`src/rtl/hslot_pkg.sv`:
```
package hslot_pkg;
  typedef enum logic {
    H_NARROW = 1'b0,
    H_WIDE   = 1'b1
  } hmode_e;
endpackage

```
`src/rtl/hslot_len.sv`:
```
module hslot_len
  import hslot_pkg::*;
#(
  parameter int SLOT_W      = 8,
  parameter int LEN_W       = 5,
  parameter int NARROW_LEN  = 20,
  parameter int WIDE_LEN    = 16,
  parameter int WIN_FIRST   = 21,
  parameter int WIN_SLOTS   = 17,
  parameter int EDGE_LEN    = 19,
  parameter int SHORT_LEN   = 18,
  parameter int LONG_LEN    = 20,
  parameter int SHORT_EVERY = 4
) (
  input  hmode_e            mode_i,
  input  logic [SLOT_W-1:0] slot_i,
  output logic [LEN_W-1:0]  len_o
);
  localparam logic [SLOT_W-1:0] FIRST  = SLOT_W'(WIN_FIRST);
  localparam logic [SLOT_W-1:0] LAST_K = SLOT_W'(WIN_SLOTS - 1);
  localparam logic [SLOT_W-1:0] STEP   = SLOT_W'(SHORT_EVERY);

  logic [SLOT_W-1:0] k;
  logic              in_win;

  // window pattern: ends are EDGE_LEN, every STEP-th inner slot is SHORT_LEN
  always_comb begin
    k      = slot_i - FIRST;
    in_win = (slot_i >= FIRST) && (k <= LAST_K);
    if (mode_i == H_NARROW)            len_o = LEN_W'(NARROW_LEN);
    else if (!in_win)                  len_o = LEN_W'(WIDE_LEN);
    else if (k == '0 || k == LAST_K)   len_o = LEN_W'(EDGE_LEN);
    else if ((k % STEP) == '0)         len_o = LEN_W'(SHORT_LEN);
    else                               len_o = LEN_W'(LONG_LEN);
  end
endmodule

```
`src/rtl/hslot_vint.sv`:
```
module hslot_vint
  import hslot_pkg::*;
#(
  parameter int LCLK_W    = 12,
  parameter int WIDE_AT   = 752,
  parameter int NARROW_AT = 1200
) (
  input  hmode_e            mode_i,
  input  logic [LCLK_W-1:0] lclk_i,
  output logic              vint_o
);
  localparam logic [LCLK_W-1:0] W_AT = LCLK_W'(WIDE_AT);
  localparam logic [LCLK_W-1:0] N_AT = LCLK_W'(NARROW_AT);

  always_comb vint_o = (lclk_i == ((mode_i == H_WIDE) ? W_AT : N_AT));
endmodule

```
`src/rtl/hslot_seq.sv`:
```
module hslot_seq
  import hslot_pkg::*;
#(
  parameter int SLOT_W           = 8,
  parameter int LEN_W            = 5,
  parameter int LCLK_W           = 12,
  parameter int NARROW_LEN       = 20,
  parameter int WIDE_LEN         = 16,
  parameter int WIN_FIRST        = 21,
  parameter int WIN_SLOTS        = 17,
  parameter int VINT_SLOT_WIDE   = 47,
  parameter int VINT_SLOT_NARROW = 60
) (
  input  logic              clk_i,
  input  logic              rst_ni,
  input  logic              line_start_i,
  input  logic              wide_sel_i,
  output logic [SLOT_W-1:0] slot_o,
  output logic              slot_stb_o,
  output logic [LEN_W-1:0]  slot_len_o,
  output logic              vint_o
);
  localparam int WIDE_AT   = VINT_SLOT_WIDE * WIDE_LEN;
  localparam int NARROW_AT = VINT_SLOT_NARROW * NARROW_LEN;
  localparam logic [SLOT_W-1:0] WIN_LO = SLOT_W'(WIN_FIRST);
  localparam logic [SLOT_W-1:0] WIN_HI = SLOT_W'(WIN_FIRST + WIN_SLOTS);

  hmode_e            mode_q;
  logic [LCLK_W-1:0] lclk_q;
  logic [SLOT_W-1:0] slot_q;
  logic [LEN_W-1:0]  phase_q;
  logic [LEN_W-1:0]  slot_len;
  logic              phase_last;

  hslot_len #(
    .SLOT_W(SLOT_W), .LEN_W(LEN_W), .NARROW_LEN(NARROW_LEN), .WIDE_LEN(WIDE_LEN),
    .WIN_FIRST(WIN_FIRST), .WIN_SLOTS(WIN_SLOTS)
  ) u_len (
    .mode_i(mode_q), .slot_i(slot_q), .len_o(slot_len)
  );

  hslot_vint #(
    .LCLK_W(LCLK_W), .WIDE_AT(WIDE_AT), .NARROW_AT(NARROW_AT)
  ) u_vint (
    .mode_i(mode_q), .lclk_i(lclk_q), .vint_o(vint_o)
  );

  assign phase_last = (phase_q == slot_len - LEN_W'(1));

  always_ff @(posedge clk_i or negedge rst_ni) begin
    if (!rst_ni) begin
      mode_q  <= H_NARROW;
      lclk_q  <= '0;
      slot_q  <= '0;
      phase_q <= '0;
    end else if (line_start_i) begin
      mode_q  <= hmode_e'(wide_sel_i);
      lclk_q  <= '0;
      slot_q  <= '0;
      phase_q <= '0;
    end else begin
      if (lclk_q != '1) lclk_q <= lclk_q + LCLK_W'(1);  // saturate on overlong lines
      if (phase_last) begin
        phase_q <= '0;
        slot_q  <= slot_q + SLOT_W'(1);
      end else begin
        phase_q <= phase_q + LEN_W'(1);
      end
    end
  end

  assign slot_o     = slot_q;
  assign slot_len_o = slot_len;
  assign slot_stb_o = (phase_q == '0);

  p_slot_hold_r5: assert property (@(posedge clk_i) disable iff (!rst_ni)
    !slot_stb_o |-> $stable(slot_o));

  p_slot_step_r5: assert property (@(posedge clk_i) disable iff (!rst_ni)
    (slot_stb_o && $past(rst_ni) && !$past(line_start_i))
      |-> slot_o == SLOT_W'($past(slot_o) + SLOT_W'(1)));

  p_len_range_r3: assert property (@(posedge clk_i) disable iff (!rst_ni)
    slot_len_o >= LEN_W'(WIDE_LEN) && slot_len_o <= LEN_W'(NARROW_LEN));

  p_win_stretch_r3: assert property (@(posedge clk_i) disable iff (!rst_ni)
    (mode_q == H_WIDE && slot_o >= WIN_LO && slot_o < WIN_HI)
      |-> slot_len_o != LEN_W'(WIDE_LEN));

  p_vint_pulse_r6: assert property (@(posedge clk_i) disable iff (!rst_ni)
    vint_o |=> !vint_o);

  p_mode_hold_r7: assert property (@(posedge clk_i) disable iff (!rst_ni)
    ($past(rst_ni) && !$past(line_start_i)) |-> $stable(mode_q));
endmodule

```
`config.mk`:
```
export PLATFORM = sky130hd
export DESIGN_NAME = hslot_seq
export DESIGN_NICKNAME = d
export VERILOG_FILES = /design/src/rtl/hslot_pkg.sv /design/src/rtl/hslot_len.sv /design/src/rtl/hslot_vint.sv /design/src/rtl/hslot_seq.sv
export SDC_FILE = /design/constraint.sdc
export NUM_CORES = 1
export LEC_CHECK = 0
export BUFFER_PORTS_ARGS = -buffer_cell sky130_fd_sc_hd__buf_2
export CAP_MARGIN = 10
export CORE_MARGIN = 5
export CORE_UTILIZATION = 44
export CTS_BUF_LIST = sky130_fd_sc_hd__clkbuf_8
export CTS_CLUSTER_SIZE = 25
export DETAILED_ROUTE_END_ITERATION = 6
export GPL_ROUTABILITY_DRIVEN = 0
export GPL_TIMING_DRIVEN = 0
export MAX_ROUTING_LAYER = met4
export PLACE_DENSITY = 0.6
export SYNTH_ARGS = -nofsm -noshare
export SYNTH_HDL_FRONTEND = slang
export SYNTH_SLANG_ARGS = --single-unit
```
`constraint.sdc`:
```
create_clock -name clk_i -period 4.3 [get_ports clk_i]
set_clock_uncertainty 0.15 [all_clocks]
set_input_delay 0 -clock clk_i [delete_from_list [all_inputs] [get_ports clk_i]]
set_output_delay 0 -clock clk_i [all_outputs]
set_load 0.1 [all_outputs]
```
==> results of run 1 <==
[area by class of cell]
type                    instances  area share [%]
well taps                      48           3.085
flip-flops and latches         26           33.55
multi-input cells             139           49.55
inverters                      12           2.314
repair buffers                 21           6.555
plain buffers                   9           2.635
clock inverters                 1          0.1928
clock buffers                   3           2.121
[sequential cells by signal, indices dropped and copies added, names as in the netlist]
name	cells
phase_q	5
slot_o	8
mode_q	1
lclk_q	12
[synth_stat cells, drive strengths merged]
| cell type | number | area (µm²) |
|---|---|---|
| dfrtp | 26 | 650.6 |
| nor2 | 19 | 73.82 |
| inv | 12 | 45.04 |
| nand3 | 10 | 50.05 |
| ha | 9 | 112.6 |
| xor2 | 9 | 78.83 |
| a21oi | 8 | 40.04 |
| nand2 | 8 | 30.03 |
| o21ai | 8 | 40.03 |
| xnor2 | 8 | 70.07 |
| and3 | 7 | 43.79 |
| or3 | 7 | 43.79 |
| buf | 5 | 36.28 |
| clkbuf | 4 | 15.01 |
| nand2b | 4 | 27.53 |
| nand4 | 4 | 25.02 |
| a31oi | 3 | 18.77 |
| and2 | 3 | 18.77 |
| mux2i | 3 | 33.78 |
| nand4b | 3 | 26.28 |
| nor3 | 3 | 15.01 |
| conb | 2 | 7.510 |
| nand3b | 2 | 15.01 |
| nor2b | 2 | 12.51 |
| nor3b | 2 | 15.01 |
| nor4b | 2 | 17.52 |
| o21a | 2 | 15.01 |
| o21bai | 2 | 15.01 |
| a221o | 1 | 11.26 |
| a222oi | 1 | 10.01 |
| a31o | 1 | 8.760 |
| a32o | 1 | 10.01 |
| mux2 | 1 | 11.26 |
| o31ai | 1 | 7.510 |
| or3b | 1 | 8.760 |
| or4 | 1 | 7.510 |
| or4b | 1 | 10.01 |
[critical path: stages, from the launching register on]
cell	delay [ns]
dfrtp_2	0.42
inv_1	0.09
ha_1	0.28
nor2b_4	0.17
a31o_1	0.15
a222oi_1	0.10
a221o_2	0.47
nand2b_1	0.19
ha_1	0.21
ha_1	0.28
xnor2_1	0.14
nor3_2	0.26
nand3b_1	0.15
mux2i_4	0.20
mux2i_4	0.11
or4_1	0.48
a21oi_1	0.16
[final timing paths]
path                        endpoint  slack (ns)  depth (start not counted)
min                        slot_o[1]        0.11                          2
min reg2reg                lclk_q[8]        0.39                          1
max reg2reg                slot_o[5]        0.23                         16
max in group asynchronous  slot_o[0]        3.48                          2
min in group clk_i         lclk_q[8]        0.39                          1
max                        slot_o[5]        0.23                         16
[repair_timing]
action,CTS,global route
resized for setup,0,6
setup endpoints to repair,0,8
hold buffers,4,0
buffers inserted,0,1
endpoints found under the hold margin,32,0
[cells by family (layout without fill, tap and decap cells)]
kind of cell               after synthesis  in the layout  share of synthesized area [%]
AOI/OAI and AO/OA                       28             28                          10.51
xor gates and xnor gates                17             17                          8.874
adders and majority gates                9              9                          6.712
buffers and inverters                   21             46                          5.741
DFF                                     26             26                          38.78
muxes                                    4              4                          2.684
other                                    2              2                         0.4476
and+or+nand+nor                         79             79                          26.25
[placed cells by master (no fill, tap or decap), types with 2 or more instances in the layout]
cell type      instances
dfrtp_1               24
buf_2                 18
nor2_1                18
inv_1                 13
nand3_1               10
xor2_1                 9
ha_1                   9
nand2_1                8
xnor2_1                8
a21oi_1                8
or3_1                  7
and3_1                 7
o21ai_1                5
clkbuf_1               4
nand4_1                4
dlygate4sd3_1          4
nand2b_1               3
o21ai_0                3
nand4b_1               3
and2_1                 3
a31oi_1                3
buf_4                  3
clkbuf_8               3
o21bai_1               2
nand3b_1               2
nor3b_1                2
o21a_1                 2
mux2i_4                2
nor3_1                 2
nor4b_1                2
conb_1                 2
dfrtp_2                2
[per-layer routing]
layer | share of wire, % | GRT usage (%) | vias to the layer above | wire [µm]
met5 | 0 | - | - | 0
met1 | 44 | 17.60 | 698 | 1521
li1 | - | - | 688 | -
met2 | 53 | 27.96 | 19 | 1838
met4 | 0.66 | 5.219 | 0 | 23
met3 | 2.9 | 1.683 | 2 | 101
[power breakdown]
group          internal [mW]  total (mW)  switching (mW)
combinational         0.0229      0.0745          0.0516
sequential             0.250       0.259         0.00873
clock                 0.0638       0.136          0.0724
total                  0.337       0.469           0.133
[per-stage QoR]
stage          utilization [%]  hold slack (ns)  setup WS [ns]  power [mW]
6_report                 52.78           0.1122         0.2335      0.4694
3_3_place_gp             49.36          -0.1118         0.1984      0.3313
4_1_cts                  51.66           0.1352        0.03380      0.4763
2_1_floorplan                -          -0.4456        0.06806      0.3165
5_1_grt                  52.78           0.1990       0.007004      0.4944
3_5_place_dp             49.36          -0.1028        0.07840      0.3338
==> out/qor.yml, run 1 <==
sta:
  max_freq_ghz: 0.2459
  max_slew_margin_pct: 61.31
  tns_ns: 0
  rsz0062_at_grt: "false"
  worst_slew_pin_slew_ns: 0.5804
  setup_viol: 0
  post-route-min-period_ns: 4.066
  period_share_pct: 94.57
  slew_viol_final: 0
  hold_viol_final: 0
floorplan:
  die_y_um: 71.75
  fp.coreArea_mm2: 0.003689
  design.portCount: 19
  initial_core_util_pct: 45.49
  rows: 22
  die_w_um: 71.75
  dieArea_mm2: 0.005148
place:
  placedCellCount: 250
  hpwl_um: 2543
  placement.io_buffers: 16
  postPlaceCellArea_mm2: 0.001821
clock_network:
  insertion_delay_ns: 0.26
  cts_htree_levels: 1
  cts_num_sinks: 26
  cts_buffers: 3
  cts_tree: "done"
  path_clk_slew_ns: 0.09
  cts-root-buf: "clkbuf_8"
  clockBufferDepth: 2
synthesis:
  ys_seq_area_share_pct: 38.78
  syn-cell-area_mm2: 0.001678
  yosysWarningCount: 0
  syn_area_per_cell_um2: 9.021
  syn-num-nets: 199
  ys_ff_latch: 26
  syn_inst: 186
  netlist-cell-type-count: 43
status:
  status: "complete, no violations"
flow_run:
  cap_viol_max_count: 0
power:
  ir_worst_vdd_uv: 111.6
  powerDensity_mw_per_mm2: 241.1
  p_leak_nw: 0.8858
layout:
  fin_area_mm2: 0.001947
  regArea_um2: 653.1
  n_fill_cell: 358
  drive_gt1_share_pct: 17.06
  multi_input_area_um2: 964.7
  area_delta_synth_final_pct: 16.03
  diodes: 0
  layout.nets: 225
  fin_cells: 259
setup_path:
  critPathArrivalTime_ns: 4.10
  cp_max_fo: 6
  r2r_start: "slot_o[0]"
  criticalPathCategory: "reg -> reg"
  worstSetupStartpointType: "register"
  crit_path_end_kind: "register"
  worst_ep_required_time_ns: 4.34
  worstSetupStartpoint: "slot_o[0]"
global_routing:
  overflow: 0
  grt_pass1_vias: 1455
  grt_pass1_wl_um: 6334
  antenna_found_initial: 0
  grt_use_total_pct: 15.45
  grt_max_degree: 27
detailed_routing:
  firstDrtPassIters: 4
  num_vias: 1407
  first_iter_violations: 72
  wl_um: 3486
  wl_per_cell_um: 13.46
  vias_per_cell: 5.432
  drc: 0
  final_antenna_net_count: 0
min_path:
  hp-class: "in -> async"
Power figures use the tool's default switching activity.
==> run 2, diff against run 1 <==
- clock period: 4.3 -> 3.8 ns (I/O delays scaled with it)
==> out/qor.yml, run 2 (synthesis gave the netlist of run 1 again) <==
status:
  status: "finished, violations left"
  violations: "negative setup slack"
setup_path:
  path_cells: "buf_6 > ha_4 > a31o_1 > a222oi_1 > a221o_2 > nand2b_4 > ha_4 > ha_4 > xnor2_2 > nor3_2 > nand2_1 > mux2i_1 > mux2i_2 > buf_6 > o31ai_1 > a21oi_2"
  r2r_start: "slot_o[0]"
  criticalPathCategory: "reg -> reg"
  worstSetupStartpointType: "register"
  worst-path-buf-inv: 2
  cpMostUsedCell: "ha_4"
  critPathArrivalTime_ns: 3.89
  slowest_delay_ns: 0.53
  worstSetupStartpoint: "slot_o[0]"
  cp_max_fo: 6
  worst_ep_required_time_ns: 3.79
  crit_path_end_kind: "register"
  crit_family: "compound AO/OA/AOI/OAI gates"
  crit_slowest_cell: "dfrtp_4"
global_routing:
  grt_pass1_wl_um: 7072
  grt_max_degree: 27
  antenna_found_initial: 0
  grt_pass1_vias: 1603
  overflow: 0
  grt_use_total_pct: 17.51
detailed_routing:
  num_vias: 1570
  first_iter_violations: 87
  firstDrtPassIters: 5
  final_antenna_net_count: 0
  drc: 0
  wl_um: 4362
  vias_per_cell: 5.587
  wl_per_cell_um: 15.52
place:
  hpwl_um: 2544
  placedCellCount: 250
  postPlaceCellArea_mm2: 0.001849
  placement.io_buffers: 16
sta:
  hold_viol_final: 0
  slew_viol_final: 0
  setup_slack_ns: -0.09586
  worst_slew_pin_slew_ns: 0.6097
  max_freq_ghz: 0.2567
  period_share_pct: 102.5
  rsz0062_at_grt: "true"
  max_slew_margin_pct: 59.35
  tns_ns: -0.3364
  post-route-min-period_ns: 3.896
  setup_viol: 6
floorplan:
  rows: 22
  initial_core_util_pct: 45.49
  dieArea_mm2: 0.005148
  die_y_um: 71.75
  fp.coreArea_mm2: 0.003689
  die_w_um: 71.75
  design.portCount: 19
layout:
  drive_gt1_share_pct: 35.62
  largest_register_ffs: 12
  fin_area_mm2: 0.002287
  layout.nets: 247
  area_delta_synth_final_pct: 36.32
  final_cell_mix: "20 x dfrtp_1, 19 x buf_4, 18 x nor2_1"
  diodes: 0
  layout_commonest_cell: "dfrtp_1"
  fin_cells: 281
  regMostFlops: "lclk_q"
clock_network:
  cts_buffers: 3
  insertion_delay_ns: 0.27
  cts_num_sinks: 26
  clockBufferDepth: 2
  cts_htree_levels: 1
  cts-root-buf: "clkbuf_8"
  cts_tree: "done"
  path_clk_slew_ns: 0.09
power:
  ir_worst_vdd_uv: 181.0
  p_leak_nw: 1.037
  powerDensity_mw_per_mm2: 250.7
  seqPwrFrac_pct: 51.3
  combPwrFrac_pct: 17.0
  p_sw_mw: 0.1623
  power_frac_clock_pct: 31.7
  finalPower_mw: 0.5733
  intPower_mw: 0.4110
  sw_frac_of_total_pct: 28.30
min_path:
  hp-class: "in -> async"
flow_run:
  cap_viol_max_count: 0
==> run 2: path summary, 6_finish.rpt <==
| check | endpoint | slack [ns] | depth (start not counted) |
|---|---|---|---|
| max | slot_o[5] | -0.1 | 16 |
| min | slot_o[1] | 0.11 | 2 |
| max reg2reg | slot_o[5] | -0.1 | 16 |
| min reg2reg | lclk_q[8] | 0.39 | 1 |
| max in group asynchronous | slot_o[2] | 2.94 | 2 |
| min in group clk_i | lclk_q[8] | 0.39 | 1 |
==> run 2: per-stage QoR <==
stage | utilization, % | setup slack (ns) | hold slack [ns]
floorplan | - | -0.02256 | -0.4456
global placement | 50.14 | -0.05134 | -0.1160
detailed placement | 50.14 | -0.1686 | -0.1116
CTS | 59.77 | -0.006985 | 0.1255
global route | 62.01 | -0.2869 | 0.1862
finish | 62.01 | -0.09586 | 0.1107
==> run 2: repair_timing <==
item                       4_1_cts  5_1_grt
setup endpoints to repair        7       12
setup buffers                   22        2
pin swaps                       11       21
hold endpoints to repair        32        0
resized for setup               16       18
hold buffers                     4        0
==> run 2: area by class of cell <==
type	instances	area, µm²
Inverter	12	50.05
Timing Repair Buffer	43	315.3
Tap cell	48	60.06
Fill cell	310	1401
Clock buffer	4	55.05
Buffer	9	57.56
Sequential cell	26	665.6
Multi-Input combinational cell	139	1084
==> run 2: power groups by stage <==
stage | Clock, mW | Combinational, mW | Sequential, mW
global placement | 0 | 0.0785 | 0.298
detailed placement | 0 | 0.0809 | 0.299
CTS | 0.185 | 0.0933 | 0.293
floorplan | 0 | 0.0628 | 0.297
global route | 0.194 | 0.107 | 0.295
finish | 0.182 | 0.0976 | 0.294
==> run 2: layer usage <==
layer  GRT usage, %  share of wire (%)
met1          18.94                 40
met2          33.16                 54
met3          1.964                3.7
met4          5.219                1.7
met5              -                  0
